File: config.mk
export PLATFORM = sky130hd
export DESIGN_NAME = window_center_unit
export DESIGN_NICKNAME = d
export VERILOG_FILES = /design/src/rtl/wc_pkg.sv /design/src/rtl/wc_center.sv /design/src/rtl/wc_edge_flag.sv /design/src/rtl/wc_seq.sv /design/src/rtl/window_center_unit.sv
export SDC_FILE = /design/constraint.sdc
export NUM_CORES = 1
export LEC_CHECK = 0
export BUFFER_PORTS_ARGS = -buffer_cell sky130_fd_sc_hd__buf_4
export CORE_ASPECT_RATIO = 1.2
export CORE_MARGIN = 4
export CORE_UTILIZATION = 55
export DETAILED_ROUTE_END_ITERATION = 7
export PLACE_DENSITY = 0.85
export SETUP_SLACK_MARGIN = 0.15
export SLEW_MARGIN = 10
export SYNTH_ARGS = -nofsm -noshare
export SYNTH_HDL_FRONTEND = slang
export SYNTH_HIERARCHICAL = 1
export SYNTH_SLANG_ARGS = --single-unit
export TNS_END_PERCENT = 100
File: constraint.sdc
create_clock -name clk -period 10.31 [get_ports clk]
set_input_delay 0.5155 -clock clk [delete_from_list [all_inputs] [get_ports clk]]
set_output_delay 0.5155 -clock clk [all_outputs]
set_load 0.005 [all_outputs]
File: src/rtl/wc_pkg.sv
package wc_pkg;
   typedef enum logic [1:0] {
      WC_IDLE = 2'd0,
      WC_RUN  = 2'd1,
      WC_FIN  = 2'd2
   } wc_state_e;
endpackage

File: src/rtl/wc_center.sv
module wc_center #(
   parameter int LW   = 7,
   parameter int TAPW = 5,
   parameter int OFFW = 5
) (
   input  logic signed [LW-1:0] lo,
   input  logic signed [LW-1:0] hi,
   input  logic [OFFW-1:0]      off,
   input  logic                 add_off,
   output logic [TAPW:0]        tap
);
   localparam int TOP = (1 << TAPW) - 1;
   localparam logic signed [LW:0] TOP_S = (LW+1)'(TOP);

   logic signed [LW:0] sum_w;
   logic signed [LW:0] adj_w;
   logic signed [LW:0] half_w;
   logic [TAPW-1:0]    clamped;

   always_comb begin
      sum_w  = {lo[LW-1], lo} + {hi[LW-1], hi};
      // bias negative sums by one so the shift truncates toward zero
      adj_w  = sum_w + ((sum_w < 0) ? (LW+1)'(1) : (LW+1)'(0));
      half_w = adj_w >>> 1;
      if (half_w < 0)
         clamped = '0;
      else if (half_w > TOP_S)
         clamped = TAPW'(TOP);
      else
         clamped = half_w[TAPW-1:0];
      tap = add_off ? ({1'b0, clamped} + (TAPW+1)'(off)) : {1'b0, clamped};
   end
endmodule

File: src/rtl/wc_edge_flag.sv
module wc_edge_flag #(
   parameter int LW     = 7,
   parameter int TAPW   = 5,
   parameter int THRESH = 8
) (
   input  logic signed [LW-1:0] lo,
   input  logic signed [LW-1:0] hi,
   input  logic                 rx_en,
   output logic                 lo_flag,
   output logic                 hi_flag
);
   localparam logic signed [LW-1:0] TOP_L = LW'((1 << TAPW) - 1);
   localparam logic signed [LW:0]   THR_S = (LW+1)'(THRESH);

   logic signed [LW:0] span;
   logic               narrow;

   always_comb begin
      span    = {hi[LW-1], hi} - {lo[LW-1], lo};
      narrow  = span < THR_S;
      lo_flag = rx_en && narrow && (lo == '0);
      hi_flag = rx_en && narrow && (hi == TOP_L);
   end
endmodule

File: src/rtl/wc_seq.sv
module wc_seq
   import wc_pkg::*;
#(
   parameter int LANES = 4,
   localparam int IDXW = (LANES > 1) ? $clog2(LANES) : 1
) (
   input  logic            clk,
   input  logic            rst_n,
   input  logic            start,
   output logic            load,
   output logic            run,
   output logic            fin,
   output logic [IDXW-1:0] idx
);
   localparam logic [IDXW-1:0] LAST = IDXW'(LANES - 1);

   wc_state_e st;

   assign load = (st == WC_IDLE) && start;
   assign run  = (st == WC_RUN);
   assign fin  = (st == WC_FIN);

   always_ff @(posedge clk or negedge rst_n) begin
      if (!rst_n) begin
         st  <= WC_IDLE;
         idx <= '0;
      end else begin
         unique case (st)
            WC_IDLE: if (start) begin
               st  <= WC_RUN;
               idx <= '0;
            end
            WC_RUN: begin
               if (idx == LAST) st <= WC_FIN;
               else             idx <= idx + 1'b1;
            end
            WC_FIN:  st <= WC_IDLE;
            default: st <= WC_IDLE;
         endcase
      end
   end
endmodule

File: src/rtl/window_center_unit.sv
module window_center_unit #(
   parameter int LANES  = 4,
   parameter int LW     = 7,
   parameter int TAPW   = 5,
   parameter int OFFW   = 5,
   parameter int THRESH = 8,
   localparam int IDXW  = (LANES > 1) ? $clog2(LANES) : 1
) (
   input  logic                  clk,
   input  logic                  rst_n,
   input  logic                  start,
   input  logic                  tx_mode,
   input  logic [LANES*LW-1:0]   lo_lim,
   input  logic [LANES*LW-1:0]   hi_lim,
   input  logic [LANES*OFFW-1:0] lvl_off,
   output logic                  res_valid,
   output logic [IDXW-1:0]       res_lane,
   output logic [TAPW:0]         res_tap,
   output logic                  done,
   output logic [LANES-1:0]      lo_ext_mask,
   output logic [LANES-1:0]      hi_ext_mask
);
   generate
      if (LANES < 1)       begin : g_bad_lanes  $error("LANES must be at least 1");          end
      if (LW < TAPW + 2)   begin : g_bad_lw     $error("LW must hold the top tap plus sign"); end
      if (OFFW > TAPW)     begin : g_bad_off    $error("OFFW must not exceed TAPW");          end
      if (THRESH < 1)      begin : g_bad_thr    $error("THRESH must be positive");            end
   endgenerate

   logic                  load, run, fin;
   logic [IDXW-1:0]       idx;
   logic                  tx_q;
   logic [LANES*LW-1:0]   lo_q, hi_q;
   logic [LANES*OFFW-1:0] off_q;

   logic signed [LW-1:0]  lo_lane [LANES];
   logic signed [LW-1:0]  hi_lane [LANES];
   logic [OFFW-1:0]       off_lane [LANES];

   genvar gi;
   generate
      for (gi = 0; gi < LANES; gi++) begin : g_unpack
         assign lo_lane[gi]  = lo_q[gi*LW +: LW];
         assign hi_lane[gi]  = hi_q[gi*LW +: LW];
         assign off_lane[gi] = off_q[gi*OFFW +: OFFW];
      end
   endgenerate

   logic signed [LW-1:0] lo_sel, hi_sel;
   logic [OFFW-1:0]      off_sel;
   logic                 lo_f, hi_f;

   assign lo_sel  = lo_lane[idx];
   assign hi_sel  = hi_lane[idx];
   assign off_sel = off_lane[idx];

   wc_seq #(.LANES(LANES)) u_seq (
      .clk(clk), .rst_n(rst_n), .start(start),
      .load(load), .run(run), .fin(fin), .idx(idx)
   );

   wc_center #(.LW(LW), .TAPW(TAPW), .OFFW(OFFW)) u_ctr (
      .lo(lo_sel), .hi(hi_sel), .off(off_sel), .add_off(tx_q), .tap(res_tap)
   );

   wc_edge_flag #(.LW(LW), .TAPW(TAPW), .THRESH(THRESH)) u_flag (
      .lo(lo_sel), .hi(hi_sel), .rx_en(!tx_q), .lo_flag(lo_f), .hi_flag(hi_f)
   );

   always_ff @(posedge clk or negedge rst_n) begin
      if (!rst_n) begin
         tx_q  <= 1'b0;
         lo_q  <= '0;
         hi_q  <= '0;
         off_q <= '0;
      end else if (load) begin
         tx_q  <= tx_mode;
         lo_q  <= lo_lim;
         hi_q  <= hi_lim;
         off_q <= lvl_off;
      end
   end

   always_ff @(posedge clk or negedge rst_n) begin
      if (!rst_n) begin
         lo_ext_mask <= '0;
         hi_ext_mask <= '0;
      end else if (load) begin
         lo_ext_mask <= '0;
         hi_ext_mask <= '0;
      end else if (run) begin
         lo_ext_mask[idx] <= lo_f;
         hi_ext_mask[idx] <= hi_f;
      end
   end

   assign res_valid = run;
   assign res_lane  = idx;
   assign done      = fin;
endmodule

; After elaboration in Yosys (flattened, before gate mapping)
; Index checks and enable logic that the tools add are counted.
[classes]
add_sub_neg = 5
eq_ne = 7
bitwise = 1
n_mux = 27
reduce_logical = 12
magnitude_cmp = 7
[ops]
columns = cell, count
row1 = binary-select mux 7 bit (select 2 bit), 2
row2 = 2-to-1 mux 7 bit, 4
row3 = 2-to-1 mux 5 bit, 4
row4 = 2-to-1 mux 4 bit, 4
row5 = binary-select mux 5 bit (select 2 bit), 1
row6 = adder 7 x 7 -> 8 bit, 1
row7 = adder 8 x 2 -> 8 bit, 1
row8 = bitwise mux 4 bit, 2
row9 = "< comparator 8 x 1 -> 1 bit, second input constant", 1
row10 = "< comparator 8 x 5 -> 1 bit, second input constant", 1
row11 = 2-to-1 mux 2 bit, 4
row12 = one-hot mux 2 bit (2 select lines), 2
row13 = subtractor 7 x 7 -> 8 bit, 1
row14 = "equality test 7 x 6 -> 1 bit, second input constant", 1
row15 = "> comparator 7 x 6 -> 1 bit, second input constant", 1
row16 = zero test 7 bit, 1
row17 = "< comparator 7 x 1 -> 1 bit, second input constant", 1
row18 = adder 5 x 5 -> 6 bit, 1
row19 = 2-to-1 mux 6 bit, 1
row20 = logical AND 1 bit, 5
row21 = "equality test 2 bit, second input constant", 2
row22 = "!= test 2 bit, second input constant", 2
row23 = nonzero test 2 bit, 2
row24 = ">= comparator 3 bit, second input constant", 1
row25 = 12 further kinds, 13
[totals]
output_inout_bits = 18
inputBits = 80
ff_bits = 89
word_cells = 67

; Logic depth before layout (Yosys ltp)
[logic_depth]
ltp_word = 13
mapped_depth = 22

; Hierarchy
; The synthesis kept the hierarchy.
[by_module_without_submodules]
columns = mod, instances, cells_each, area_per_inst_um2
row1 = window_center_unit, 1, 220, 3731.1
row2 = wc_center, 1, 102, 849.6
row3 = wc_edge_flag, 1, 46, 339.1
row4 = wc_seq, 1, 19, 222.7

; Least setup slack after synthesis
; Ideal clock, no wire load.
[synth_timing]
path_type = reg2out
from = reg u_seq.idx[0]
to = out res_tap[4]
arrival_time_ns = 4.896
required_ns = 9.795
path_slack_ns = 4.898
n_path_buf = 2
stages_incl_launch_ff = 23
cell_sequence = dfrtp_1 > buf_6 > buf_12 > mux4_2 > ha_1 > a211o_1 > a41o_2 > o21ai_1 > and2_1 > ha_1 > o211ai_1 > and4b_1 > a21oi_1 > a211oi_1 > nor2_1 > ha_1 > inv_1 > fa_1 > inv_1 > a21o_1 > a21oi_1 > xnor2_1 > mux2_2
[synth_via]
elab_chain_cells = 13
word_cells_on_any_way = 20
classes_between = 3 x add/sub / 3 x order compare / 13 x mux / 1 x bitwise
[synth_lines]
columns = element, line_no
row1 = "start, declared", wc_seq.sv:13  ; output logic [IDXW-1:0] idx
row2 = "start signal, assigned", wc_seq.sv:35  ; else idx <= idx + 1'b1;
row3 = inverter 2 -> 3 bit (not written as such) (*), window_center_unit.sv:53  ; assign lo_sel = lo_lane[idx];
row4 = binary-select mux 7 bit (select 2 bit) (*), window_center_unit.sv:53
row5 = 2-to-1 mux 7 bit (not written as such) (*) (2 in a row), window_center_unit.sv:53
row6 = via lo_sel[1], window_center_unit.sv:49  ; logic signed [LW-1:0] lo_sel, hi_sel;
row7 = adder 7 x 7 -> 8 bit (*), wc_center.sv:21  ; sum_w = {lo[LW-1], lo} + {hi[LW-1], hi};
row8 = < comparator 8 x 1 -> 1 bit, wc_center.sv:23  ; adj_w = sum_w + ((sum_w < 0) ? (LW+1)'(1) : (LW+1)'(0));
row9 = 2-to-1 mux 1 bit, wc_center.sv:23
row10 = adder 8 x 2 -> 8 bit (*), wc_center.sv:23
row11 = > comparator 7 x 6 -> 1 bit, wc_center.sv:27  ; else if (half_w > TOP_S)
row12 = 2-to-1 mux 5 bit, wc_center.sv:27
row13 = 2-to-1 mux 5 bit (*), wc_center.sv:25  ; if (half_w < 0)
row14 = adder 5 x 5 -> 6 bit, wc_center.sv:31  ; tap = add_off ? ({1'b0, clamped} + (TAPW+1)'(off)) : {1'b0, clamped};
row15 = 2-to-1 mux 6 bit (*), wc_center.sv:31
row16 = "end, declared", window_center_unit.sv:18  ; output logic [TAPW:0] res_tap,
; Mark *: on every way through the listed nets, which the timed path passes. The rest lies on a longest branch. The select of a mux whose other input is x is not followed.

; Worst setup path in the final report
[layout_timing]
from = reg u_seq.idx[1]
to = out res_tap[4]
[layout_via]
elab_chain_cells = 13
word_cells_on_any_way = 20
classes_between = 3 x add/sub / 3 x order compare / 13 x mux / 1 x bitwise
[layout_lines]
columns = element, line_no
row1 = inverter 2 -> 3 bit (not written as such) (*), window_center_unit.sv:54  ; assign hi_sel = hi_lane[idx];
row2 = binary-select mux 7 bit (select 2 bit) (*), window_center_unit.sv:54
row3 = 2-to-1 mux 7 bit (not written as such) (*) (2 in a row), window_center_unit.sv:54
row4 = via hi_sel[2], window_center_unit.sv:49
row5 = adder 7 x 7 -> 8 bit (*), wc_center.sv:21
row6 = < comparator 8 x 1 -> 1 bit, wc_center.sv:23
row7 = 2-to-1 mux 1 bit, wc_center.sv:23
row8 = adder 8 x 2 -> 8 bit (*), wc_center.sv:23
row9 = > comparator 7 x 6 -> 1 bit, wc_center.sv:27
row10 = 2-to-1 mux 5 bit, wc_center.sv:27
row11 = 2-to-1 mux 5 bit (*), wc_center.sv:25
row12 = adder 5 x 5 -> 6 bit, wc_center.sv:31
row13 = 2-to-1 mux 6 bit (*), wc_center.sv:31
; Marked as above.

==> flow_metrics.py <==
metrics = {
    "setup_path": {
        "worstRegToRegCells": 10,
        "worstSetupEndpointType": "primary output",
        "cp_max_fo": 27,
        "worstPathRequired_ps": 9790,
        "crit_family": "compound AO/OA/AOI/OAI gates",
        "path_depth": 21,
        "critPathMostFrequentCell": "ha_1",
        "critical_path_buf_inv_count": 3,
        "cp-start-kind": "flop",
        "slowest_stage": "dfrtp_1",
        "path_cells": "mux4_2 -> ha_1 -> or2_1 -> a41o_2 -> o21ai_1 -> and2_1 -> ha_1 -> o211ai_1 -> and4b_1 -> a21oi_1 -> a211oi_1 -> nor2_1 -> ha_1 -> inv_1 -> fa_1 -> inv_1 -> a21o_1 -> a21oi_1 -> xnor2_1 -> mux2_2 -> buf_4",
        "cp_slowest_stage_delay_ps": 1060,
        "cp_data_arrival_time_ps": 6090,
        "critPathKind": "reg2out",
    },
    "drt": {
        "dr_total_vias": 3504,
        "wl_per_cell_um": 18.5,
        "wirelength_um": 11200,
        "postRouteAntennaNets": 0,
        "drt_first_pass_iters": 4,
        "drtIter0Drc": 185,
        "drcViolationCount": 0,
        "viasPerCell": 5.77,
    },
    "logic_synthesis": {
        "yosys_warnings": 6,
        "synth_edf_count": 0,
        "ys_types": 69,
        "ys_top_cells_by_area": "dfrtp_1 (43%), mux2_2 (17%), mux4_2 (7.4%)",
        "synth_top_area_share_pct": 43.3,
        "ys.flop_type": "dfrtp_1",
        "avgSynthCellArea_um2": 13.3,
        "synth_top_cell_by_area": "dfrtp_1",
        "synthesis.area_mm2": 0.00514,
        "synth_most_common_cell": "dfrtp_1",
        "synthArstFlopShare_pct": 100,
        "syn_inst": 387,
        "synth_seq_cells": 89,
        "synth_commonest_cells": "dfrtp_1 (89), mux2_2 (77), ha_1 (20), mux4_2 (17), inv_1 (14)",
        "synth_nets": 489,
        "yosysSeqAreaShare_pct": 43.3,
    },
    "global_route": {
        "grtUsageTotal_pct": 22.1,
        "grt_antenna_before_repair": 0,
        "grt_pass1_vias": 3826,
        "grt_max_degree": 90,
        "grt_pass1_wl_um": 18600,
        "grt-ovfl-total": 0,
    },
    "finish": {
        "diodes": 0,
        "drive_above_1_share_pct": 47.0,
        "layout.nets": 584,
        "syn_to_final_growth_pct": 18.3,
    },
    "sta": {
        "finalSetupViolations": 0,
        "fin_skew_ps": 10.5,
        "worstMarginPinSlew_ps": 1090,
        "finalCriticalPeriod_ps": 6600,
        "finalMaxSlewViolations": 0,
        "fin_setup_tns_ps": 0,
        "max_freq_ghz": 0.151,
        "rsz0062_at_grt": "no",
        "slew_headroom_pct": 27.4,
        "finalHoldViolations": 0,
        "hold_ws_ps": 344,
        "min_period_over_period_pct": 64.0,
    },
    "clocking": {
        "cts_buffer_depth": 2,
        "clk_latency_ps": 370,
        "cts_resized": 0,
        "cts_tree": "done",
        "numCtsBuffers": 9,
        "cts_sinks": 89,
        "cts_setup_buffers": 0,
        "cts_root_buffer": "clkbuf_8",
        "clkTransAtPathRegs_ps": 90,
        "h-tree-depth": 3,
        "cts_hold_buf": 0,
    },
    "die": {
        "die_h_um": 114,
        "core_mm2": 0.00908,
        "die_x_um": 96.3,
        "die-area_mm2": 0.0110,
        "std_cell_rows": 38,
        "io_pins": 98,
        "initial_core_util_pct": 56.6,
    },
    "placed_design": {
        "gp_congestion": 0.938,
        "dpl.hpwl_um": 8340,
        "portBuffers": 97,
    },
    "outcome": {
        "status": "finished clean",
    },
    "job": {
        "cap_violations": 0,
    },
    "hold_path": {
        "hold_class": "in2async",
    },
}
flip-flops by register name, indices dropped and copies added, names as in the netlist:
signal       cells
hi_ext_mask      4
hi_q            28
lo_ext_mask      4
lo_q            28
off_q           20
tx_q             1
u_seq/idx        2
u_seq/st         2
layer usage:
metal	part of all wire [%]	up-vias	GRT usage [%]	wire [µm]
met5	0	-	0	0
met4	2.2	0	8.35	248
met3	4.6	20	4.35	517
met2	53	84	37.4	5890
met1	41	1748	27.7	4550
li1	-	1652	-	-
kinds of logic (layout without fill, tap and decap cells):
kind of cell    after synthesis  after routing  synth area share, %
simple gates                 74             74                 9.66
buf+inv                      30            130                 3.60
xor+xnor                      9              9                 1.53
fa+ha+maj                    22             22                 5.64
flops                        89             89                 43.3
mux                         105            105                 27.1
compound gates               58             58                 9.17
through the flow:
| step | utilization (%) | instance area [µm²] | setup slack [ps] | std cells |
|---|---|---|---|---|
| CTS | 67.0 | 6080 | 3710 | 607 |
| global placement | 65.1 | 5920 | 4320 | 591 |
| global route | 67.0 | 6080 | 3260 | 607 |
| finish | 67.0 | 6080 | 3710 | 607 |
| detailed placement | 65.1 | 5920 | 4120 | 591 |
| floorplan | - | 5140 | 4900 | 387 |
final timing paths:
check | startpoint | endpoint | slack, ps
hold reg to reg | lo_q[16]$_DFFE_PN0P_ | lo_q[16]$_DFFE_PN0P_ | 510
setup reg to reg | u_seq/idx[1]$_DFFE_PN0P_ | lo_ext_mask[3]$_DFFE_PN0P_ | 6800
setup / recovery | u_seq/idx[1]$_DFFE_PN0P_ | res_tap[4] | 3710
hold / removal | rst_n | lo_q[22]$_DFFE_PN0P_ | 340
max in group asynchronous | rst_n | hi_ext_mask[0]$_DFFE_PN0P_ | 9270
min in group clk | tx_mode | tx_q$_DFFE_PN0P_ | 370
layout make-up:
class | count | area, µm²
fill | 645 | 3000
multi-input combinational | 268 | 2740
sequential | 89 | 2230
timing repair buffer | 100 | 751
tap | 120 | 150
clock buffer | 9 | 124
inverter | 14 | 52.6
clock inverter | 7 | 45.0
placed cells by master, fill, tap and decap left out, types with 5 or more instances in the layout:
cell      instances
mux2i_1           9
clkbuf_8          9
nand2_1          10
xnor2_1           5
buf_4           100
mux4_2           17
nand3_1           7
a21oi_1          10
o21ai_0           9
nor2_1            7
dfrtp_1          89
inv_1            14
nand4_1           5
nand2b_1         11
ha_1             20
mux2_2           77
Power is not shown: default switching activity piles up to over one toggle a cycle in this logic, so the estimate is an artifact.
